`src/rtl/elt_pkg.sv`:
```
package elt_pkg;

  // Strobes from the control to the entry datapath, one per update kind.
  typedef struct packed {
    logic clearAll;   // flush every entry
    logic snoopEn;    // apply the store address compare
    logic writeEn;    // write the entry selected by writeIdx
    logic dropRegEn;  // remove the entry holding allocReg (faulting load)
  } tableStrobes_t;

endpackage

```
`src/rtl/elt_ctrl.sv`:
```
module elt_ctrl
  import elt_pkg::*;
#(
  parameter int unsigned ENTRIES = 16,
  localparam int unsigned IDX_W = (ENTRIES > 1) ? $clog2(ENTRIES) : 1
) (
  input  logic               clk,
  input  logic               rstN,
  input  logic               flush,
  input  logic               allocValid,
  input  logic               allocFault,
  input  logic               storeValid,
  input  logic [ENTRIES-1:0] validVec,
  input  logic [ENTRIES-1:0] allocRegHit,
  output tableStrobes_t      strobes,
  output logic [IDX_W-1:0]   writeIdx
);

  logic [IDX_W-1:0] rrPtr;
  logic [IDX_W-1:0] hitIdx;
  logic [IDX_W-1:0] freeIdx;
  logic             anyHit;
  logic             anyFree;
  logic             loadOk;
  logic             replaceUsed;

  // Lowest-indexed register hit and lowest-indexed free entry.
  always_comb begin
    hitIdx  = '0;
    freeIdx = '0;
    anyHit  = 1'b0;
    anyFree = 1'b0;
    for (int i = ENTRIES - 1; i >= 0; i--) begin
      if (allocRegHit[i]) begin
        hitIdx = IDX_W'(i);
        anyHit = 1'b1;
      end
      if (!validVec[i]) begin
        freeIdx = IDX_W'(i);
        anyFree = 1'b1;
      end
    end
  end

  assign loadOk = allocValid && !allocFault;

  always_comb begin
    strobes.clearAll  = flush;
    strobes.snoopEn   = storeValid && !flush;
    strobes.writeEn   = loadOk && !flush;
    strobes.dropRegEn = allocValid && allocFault && !flush;
  end

  always_comb begin
    if (anyHit)       writeIdx = hitIdx;
    else if (anyFree) writeIdx = freeIdx;
    else              writeIdx = rrPtr;
  end

  assign replaceUsed = strobes.writeEn && !anyHit && !anyFree;

  always_ff @(posedge clk) begin
    if (!rstN) begin
      rrPtr <= '0;
    end else if (replaceUsed) begin
      if (rrPtr == IDX_W'(ENTRIES - 1)) rrPtr <= '0;
      else                              rrPtr <= rrPtr + 1'b1;
    end
  end

endmodule

```
`src/rtl/elt_datapath.sv`:
```
module elt_datapath
  import elt_pkg::*;
#(
  parameter int unsigned ENTRIES   = 16,
  parameter int unsigned REG_W     = 7,
  parameter int unsigned ADDR_W    = 32,
  parameter int unsigned GRAN_BITS = 3,
  localparam int unsigned IDX_W = (ENTRIES > 1) ? $clog2(ENTRIES) : 1,
  localparam int unsigned TAG_W = ADDR_W - GRAN_BITS
) (
  input  logic               clk,
  input  logic               rstN,
  input  tableStrobes_t      strobes,
  input  logic [IDX_W-1:0]   writeIdx,
  input  logic [REG_W-1:0]   allocReg,
  input  logic [ADDR_W-1:0]  allocAddr,
  input  logic [ADDR_W-1:0]  storeAddr,
  input  logic [REG_W-1:0]   checkReg,
  output logic [ENTRIES-1:0] validVec,
  output logic [ENTRIES-1:0] allocRegHit,
  output logic               checkHit
);

  logic             entValid [ENTRIES];
  logic [REG_W-1:0] entReg   [ENTRIES];
  logic [TAG_W-1:0] entTag   [ENTRIES];

  logic [ENTRIES-1:0] storeHit;
  logic [ENTRIES-1:0] checkHitVec;
  logic [TAG_W-1:0]   storeTag;
  logic [TAG_W-1:0]   allocTag;

  assign storeTag = storeAddr[ADDR_W-1:GRAN_BITS];
  assign allocTag = allocAddr[ADDR_W-1:GRAN_BITS];

  for (genvar gi = 0; gi < ENTRIES; gi++) begin : g_entry
    logic selWrite;

    assign validVec[gi]    = entValid[gi];
    assign storeHit[gi]    = entValid[gi] && (entTag[gi] == storeTag);
    assign allocRegHit[gi] = entValid[gi] && (entReg[gi] == allocReg);
    assign checkHitVec[gi] = entValid[gi] && (entReg[gi] == checkReg);
    assign selWrite        = strobes.writeEn && (writeIdx == IDX_W'(gi));

    // Write beats the store snoop: the store is the older operation.
    always_ff @(posedge clk) begin
      if (!rstN) begin
        entValid[gi] <= 1'b0;
      end else if (strobes.clearAll) begin
        entValid[gi] <= 1'b0;
      end else if (selWrite) begin
        entValid[gi] <= 1'b1;
      end else if ((strobes.snoopEn && storeHit[gi]) ||
                   (strobes.dropRegEn && allocRegHit[gi])) begin
        entValid[gi] <= 1'b0;
      end
    end

    always_ff @(posedge clk) begin
      if (selWrite && !strobes.clearAll) begin
        entReg[gi] <= allocReg;
        entTag[gi] <= allocTag;
      end
    end
  end

  assign checkHit = |checkHitVec;

endmodule

```
`src/rtl/early_load_tracker.sv`:
```
module early_load_tracker
  import elt_pkg::*;
#(
  parameter int unsigned ENTRIES   = 16,
  parameter int unsigned REG_W     = 7,
  parameter int unsigned ADDR_W    = 32,
  parameter int unsigned GRAN_BITS = 3,
  localparam int unsigned IDX_W = (ENTRIES > 1) ? $clog2(ENTRIES) : 1
) (
  input  logic              clk,
  input  logic              rstN,
  input  logic              flush,
  input  logic              allocValid,
  input  logic              allocFault,
  input  logic [REG_W-1:0]  allocReg,
  input  logic [ADDR_W-1:0] allocAddr,
  input  logic              storeValid,
  input  logic [ADDR_W-1:0] storeAddr,
  input  logic              checkValid,
  input  logic [REG_W-1:0]  checkReg,
  output logic              checkPass,
  output logic              checkRecover
);

  tableStrobes_t      strobes;
  logic [IDX_W-1:0]   writeIdx;
  logic [ENTRIES-1:0] validVec;
  logic [ENTRIES-1:0] allocRegHit;
  logic               checkHit;

  elt_ctrl #(.ENTRIES(ENTRIES)) u_ctrl (
    .clk        (clk),
    .rstN       (rstN),
    .flush      (flush),
    .allocValid (allocValid),
    .allocFault (allocFault),
    .storeValid (storeValid),
    .validVec   (validVec),
    .allocRegHit(allocRegHit),
    .strobes    (strobes),
    .writeIdx   (writeIdx)
  );

  elt_datapath #(
    .ENTRIES  (ENTRIES),
    .REG_W    (REG_W),
    .ADDR_W   (ADDR_W),
    .GRAN_BITS(GRAN_BITS)
  ) u_data (
    .clk        (clk),
    .rstN       (rstN),
    .strobes    (strobes),
    .writeIdx   (writeIdx),
    .allocReg   (allocReg),
    .allocAddr  (allocAddr),
    .storeAddr  (storeAddr),
    .checkReg   (checkReg),
    .validVec   (validVec),
    .allocRegHit(allocRegHit),
    .checkHit   (checkHit)
  );

  assign checkPass    = checkValid && checkHit;
  assign checkRecover = checkValid && !checkHit;

endmodule

```
`config.mk`:
```
export PLATFORM = sky130hd
export DESIGN_NAME = early_load_tracker
export DESIGN_NICKNAME = d
export VERILOG_FILES = /design/src/rtl/elt_pkg.sv /design/src/rtl/elt_ctrl.sv /design/src/rtl/elt_datapath.sv /design/src/rtl/early_load_tracker.sv
export SDC_FILE = /design/constraint.sdc
export NUM_CORES = 1
export LEC_CHECK = 0
export ABC_AREA = 1
export ABC_CLOCK_PERIOD_IN_PS = 5750
export CORE_MARGIN = 2
export CORE_UTILIZATION = 64
export DETAILED_ROUTE_END_ITERATION = 7
export DONT_BUFFER_PORTS = 1
export GPL_ROUTABILITY_DRIVEN = 1
export GPL_TIMING_DRIVEN = 0
export HOLD_SLACK_MARGIN = 0.15
export PLACE_DENSITY = 0.76
export SYNTH_ARGS = -nofsm -noshare
export SYNTH_HDL_FRONTEND = slang
export SYNTH_SLANG_ARGS = --single-unit
export TNS_END_PERCENT = 20
```
`constraint.sdc`:
```
create_clock -name clk -period 5.75 [get_ports clk]
set_input_delay 0.8625 -clock clk [delete_from_list [all_inputs] [get_ports clk]]
set_output_delay 0.8625 -clock clk [all_outputs]
set_load 0.01 [all_outputs]
```
# Word-level counts from Yosys, hierarchy flattened
# Memories as Yosys holds them, arrays and structs flattened.
# Cells that the tools add are included.
dict set report totals {
  regBits 4
  mem_bits_rw 592
  in_bits 85
  n_memories 3
  word_cells 676
}
dict set report op_classes {
  addsub 1
  eq_ne 64
  bitwise_logic 48
  mux 385
  n_reduce_logical 174
}
# name depth word_bits rd rd_ports_with_merged_regs write_ports line_no
set memory_table {}
lappend memory_table {u_data.entTag 16 29 16 0 1 elt_datapath.sv:26} ;# logic [TAG_W-1:0] entTag [ENTRIES];
lappend memory_table {u_data.entReg 16 7 16 0 1 elt_datapath.sv:25} ;# logic [REG_W-1:0] entReg [ENTRIES];
lappend memory_table {u_data.entValid 16 1 16 0 16 elt_datapath.sv:24} ;# logic entValid [ENTRIES];
# op n
set op_table {}
lappend op_table {{$eq 29x29->1} 16}
lappend op_table {{$mux 29} 15}
lappend op_table {{$reduce_or 29->1} 15}
lappend op_table {{$mux 1} 290}
lappend op_table {{$mux 4} 65}
lappend op_table {{$eq 7x7->1} 32}
lappend op_table {{$logic_and 1x1->1} 121}
lappend op_table {{$mux 7} 15}
lappend op_table {{$reduce_or 7->1} 15}
lappend op_table {{$or 1x1->1} 48}
lappend op_table {{$eq 4x4->1 const B} 9}
lappend op_table {{$eq 4x3->1 const B} 4}
lappend op_table {{$logic_or 1x1->1} 16}
lappend op_table {{$reduce_or 16->1} 1}
lappend op_table {{$eq 4x2->1 const B} 2}
lappend op_table {{$logic_not 1->1} 5}
lappend op_table {{$add 4x1->4 const B} 1}
lappend op_table {{$eq 4x1->1 const B} 1}
lappend op_table {{$logic_not 4->1} 1}

# Longest topological paths before layout
dict set report logic_depth {
  depth_word 40
  ltp_mapped 27
  mapped_depth_nobuf 26
}

# By module
# From an unflattened synthesis, not the netlist that was laid out.
dict set report unflattened {
  hier_cells 3029
  area_unflattened_um2 29504.5
}
# mod area_each_um2 cells_per_inst n_inst
set by_module_without_submodules {}
lappend by_module_without_submodules {elt_datapath 28773.8 2894 1}
lappend by_module_without_submodules {elt_ctrl 713.2 131 1}
lappend by_module_without_submodules {early_load_tracker 17.5 4 1}

# Worst setup path after synthesis
# Ideal clock, no wire load.
dict set report synth_path {
  path_type {input -> register}
  start {input allocReg[0]}
  end {memory u_data.entReg[7][0] (netlist: u_data.entReg[0][49]), enable pin}
  n_path_buf 2
  setup_time_ns 0.429
  path_stages 14
  setup_slack_ns 1.325
  required_ns 5.321
  arrival_time_ns 3.995
  path_cell_list {buf_4 buf_2 o22ai_1 nor2_1 o2111ai_1 and2_1 nand2_1 nor3_4 nand2_1 nand2_2 inv_2 nor2_4 inv_1 nor2_1}
}
dict set report synth_between {
  elab_chain_len 40
  elab_cells_between_ends 190
  classes_between {eq/ne: 31; mux: 95; reduce/logical: 64}
}
# item line_no
set synth_lines {}
lappend synth_lines {{start: declaration} early_load_tracker.sv:15} ;# input logic [REG_W-1:0] allocReg,
lappend synth_lines {{$eq 7x7->1} elt_datapath.sv:41} ;# assign allocRegHit[gi] = entValid[gi] && (entReg[gi] == allocReg);
lappend synth_lines {{$logic_and 1x1->1} elt_datapath.sv:41}
lappend synth_lines {{$mux 4 / $mux 1 (equally long branches) (16 in series)} elt_ctrl.sv:34} ;# if (allocRegHit[i]) begin
lappend synth_lines {{$mux 4 (*)} elt_ctrl.sv:55} ;# if (anyHit) writeIdx = hitIdx;
lappend synth_lines {{$eq 4x1->1} elt_datapath.sv:43} ;# assign selWrite = strobes.writeEn && (writeIdx == IDX_W'(gi));
lappend synth_lines {{$logic_and 1x1->1} elt_datapath.sv:43}
lappend synth_lines {{$logic_and 1x1->1} elt_datapath.sv:60} ;# if (selWrite && !strobes.clearAll) begin
lappend synth_lines {{$mux 1} elt_datapath.sv:60}
lappend synth_lines {{$mux 1 (not written as such)} elt_datapath.sv:61} ;# entReg[gi] <= allocReg;
lappend synth_lines {{$reduce_or 7->1 (no source line)} n/a}
lappend synth_lines {{$mux 4 (no source line) / $mux 1 (equally long branches) (15 in series)} n/a}
lappend synth_lines {{end: declaration} elt_datapath.sv:25}
# Mark *: on every way between the ends. The rest lies on a longest branch, timed or not.

# Final worst setup path
dict set report layout_path {
  start {input checkReg[6]}
  end {output checkPass}
}
dict set report layout_between {
  elab_chain_len 4
  elab_cells_between_ends 34
  classes_between {eq/ne: 16; reduce/logical: 18}
}
# item line_no
set layout_lines {}
lappend layout_lines {{start: declaration} early_load_tracker.sv:20} ;# input logic [REG_W-1:0] checkReg,
lappend layout_lines {{$eq 7x7->1} elt_datapath.sv:42} ;# assign checkHitVec[gi] = entValid[gi] && (entReg[gi] == checkReg);
lappend layout_lines {{$logic_and 1x1->1} elt_datapath.sv:42}
lappend layout_lines {{$reduce_or 16->1 (*)} elt_datapath.sv:67} ;# assign checkHit = |checkHitVec;
lappend layout_lines {{$logic_and 1x1->1 (*)} early_load_tracker.sv:63} ;# assign checkPass = checkValid && checkHit;
lappend layout_lines {{end: declaration} early_load_tracker.sv:21} ;# output logic checkPass,
# Marks and branches as above.

==> summary.txt <==
Clocking
  • CTS tree: yes
  • Clock root cell: clkbuf_16
  • CTS buffer count: 61
  • Postcts setup bufs: 0
  • Clock Path Buffers: 3
  • Clk_lat worst skew: 0.63 ns
  • Gates resized, CTS repair: 0
  • CTS clk-pin slew, worst paths: 0.06 ns
  • Clk sink count: 596
  • H-tree Lvls: 2
  • Hold buffer count at cts: 0

Synthesis
  • Unique masters post-synth: 58
  • Post-Syn Nets: 2,448
  • Ys Warns: 0
  • Main synth FF type: edfxtp_1
  • Cell taking the most area after synthesis: edfxtp_1
  • Cells after synthesis: 2,362
  • Synthesized area: 0.0280 mm2
  • Seq cells post-synth: 596
  • Async set or reset register ratio after synthesis: 0
  • Post-synth EDFFs: 591
  • Mean Syn Cell Area: 11.8 um2
  • Ranking of synthesized cells by area: edfxtp_1, xnor2_1, xor2_1
  • Post-synth top area share: 0.634
  • Sequential-to-total area share from yosys stat: 0.638

Layout
  • Final core occ: 0.718
  • Most common cell after layout, fill and taps aside: edfxtp_1
  • Final instance area: 0.0309 mm2
  • Fill cell count: 2,918
  • Area Growth Syn to Fin: 10.5%
  • Share of layout cells above drive strength 1: 0.105
  • Diodes inserted: 0
  • Most frequent cells in the layout: edfxtp_1, nand2_1, xnor2_1
  • Fin nets: 2,524

Flow run
  • Max cap viols: 1

Worst setup path
  • Worst Setup Path Type: primary input to primary output
  • Max stage delay on crit path: 0.88 ns
  • Critical Path End Type: primary output
  • Slowest CP cell: buf_1
  • Critical-path cell list: clkbuf_1 -> buf_1 -> o22ai_1 -> a2111oi_0 -> nand4_1 -> nand3_1 -> nor4_1 -> nor2_1
  • Critical path data arrival time: 3.68 ns
  • Largest fanout on the critical path: 10
  • Worst endpoint required time: 4.89 ns
  • Startpoint Class: primary input

Die
  • I/O Pins: 87
  • Die height: 213 um
  • Die X: 213 um
  • Starting Density: 0.650
  • # rows: 76
  • Die footprint: 0.0454 mm2
  • Core box area: 0.0431 mm2

Timing
  • Clk_skew: 0.0134 ns
  • Worst-Margin Slew: 1.60 ns
  • Relative slew margins: -0.0742
  • Setup ws final: 1.21 ns
  • Final setup fails: 0
  • Unrepaired setup endpoints after global routing: no
  • Max Freq: 220 MHz
  • Final Hold Viols: 0
  • Min cycle time layout: 4.54 ns
  • Final Max Slew Viols: 2
  • Final period utilization: 0.789

Detailed routing
  • Via/cell ratio: 6.44
  • Final ANT Viol Nets: 0
  • WL final: 85,100 um
  • Post-route DRC: 0
  • 1st-iter DRT viols: 2,844
  • First drt pass iteration count: 8
  • Vias: 19,761
  • WL/cell: 27.7 um

Global route
  • Largest net degree at the start of global routing: 37
  • Vias in the first global route: 19,039
  • Global-route wire length before repair: 121,000 um
  • Aggregate global routing overflow: 0
  • GRT Resource Usage Total: 0.378
  • Initial antenna violation count: 1

Hold path
  • Path type of the worst min-delay path: primary input to flip-flop

Pwr
  • VDD IR max: 0.414 mV
  • Clk pwr share: 0.422
  • Power Dens Cells: 298 mW/mm2
  • Leakage: 10.5 nW
  • Logic pwr share: 0.056
  • Pint: 0.00717 W
  • Reg power frac: 0.522
  • Switching share of total power: 0.222
  • P_sw: 0.00205 W

Run status
  • Violations in the final reports: max-capacitance violations, max-slew violations
  • Outcome: finished, violations left

Placement
  • Hpwl dp: 59,300 um
  • Placed Area: 0.0290 mm2
  • Worst slack, placed: 1.11 ns
  • PortBufs: 0
  • RePlAce Congestion: 1.01
power groups by stage:
stage               clock (W)  sequential, W  combinational (W)
finish                0.00389        0.00481           0.000518
detailed placement          0        0.00490           0.000502
global route          0.00403        0.00481           0.000549
floorplan                   0        0.00490           0.000337
global placement            0        0.00490           0.000487
CTS                   0.00388        0.00481           0.000506
through the flow:
stage | power (W) | std cells | setup TNS (ns) | hold WS [ns]
after floorplan | 0.00523 | 2362 | 0 | 0.461
final | 0.00922 | 3069 | 0 | 0.327
after global placement | 0.00539 | 2947 | -117.63 | 0.484
after global routing | 0.00939 | 3069 | 0 | 0.314
after detailed placement | 0.00541 | 2960 | 0 | 0.505
after CTS | 0.00919 | 3069 | 0 | 0.307
layout make-up:
type | instances | area, um2 | share of cell area
Timing Repair Buffer | 13 | 253 | 0.00818
Multi-Input combinational cell | 1498 | 9090 | 0.294
Clock buffer | 78 | 1590 | 0.0514
Inverter | 175 | 662 | 0.0214
Buffer | 93 | 412 | 0.0133
Tap cell | 585 | 732 | 0.0237
Sequential cell | 596 | 17800 | 0.577
Clock inverter | 31 | 322 | 0.0104
critical path, delay by kind of cell:
kind	cells	cell delay [ns]
buf+inv	2	1.33
compound gates	2	0.75
simple gates	4	0.71
path summary, 6_finish.rpt:
path,startpoint,to,slack [ns],depth (start not counted)
worst max-delay path,checkReg[6],checkPass,1.21,8
worst min-delay path,allocAddr[8],u_data.entTag[1][121],0.33,0
worst max register to register,u_data.entReg[1][35],u_data.entTag[1][47],1.78,12
worst min register to register,u_ctrl.rrPtr[1],u_ctrl.rrPtr[1],0.52,2
sequential cells by signal, summed over array words and instances (netlist names):
| name | count |
|---|---|
| u_ctrl.rrPtr | 4 |
| u_data.entReg | 112 |
| u_data.entTag | 464 |
| u_data.entValid | 16 |
per-layer routing:
metal / track usage / vias up / wire length, um
li1: - / 8530 / -
met5: 0 / - / 0
met1: 0.503 / 9634 / 31500
met4: 0.210 / 0 / 5240
met3: 0.0788 / 299 / 9820
met2: 0.585 / 1298 / 38600
Yosys cell counts (5+ instances only):
cell and n:
clkbuf_1 60, nand3_1 79, buf_1 14, xor2_1 179, a41oi_1 7, a221oi_1 17, nand2_2 6, a211oi_1 9
buf_2 8, dfxtp_1 5, o22ai_1 45, a21oi_1 24, o21ai_0 56, nor4b_1 5, nor2_1 154, a22o_1 5
clkinv_1 5, o2111ai_1 19, xnor2_1 180, buf_4 8, or2_2 99, nor3_1 39, inv_1 162, nor3b_1 12
inv_2 6, nand4_1 85, o211ai_1 5, nor4_1 58, edfxtp_1 591, nand2_1 353, a2111oi_0 14, o221ai_1 8
kinds of logic (layout without fill, tap and decap cells):
| family | Yosys count | after routing | share of synthesized area |
|---|---|---|---|
| xor+xnor | 359 | 359 | 0.112 |
| buf+inv | 268 | 390 | 0.0384 |
| simple gates | 913 | 913 | 0.157 |
| flops | 596 | 596 | 0.638 |
| compound gates | 225 | 225 | 0.0545 |
| fa+ha+maj | 1 | 1 | 0.000447 |
(Power assumes the default switching activity.)
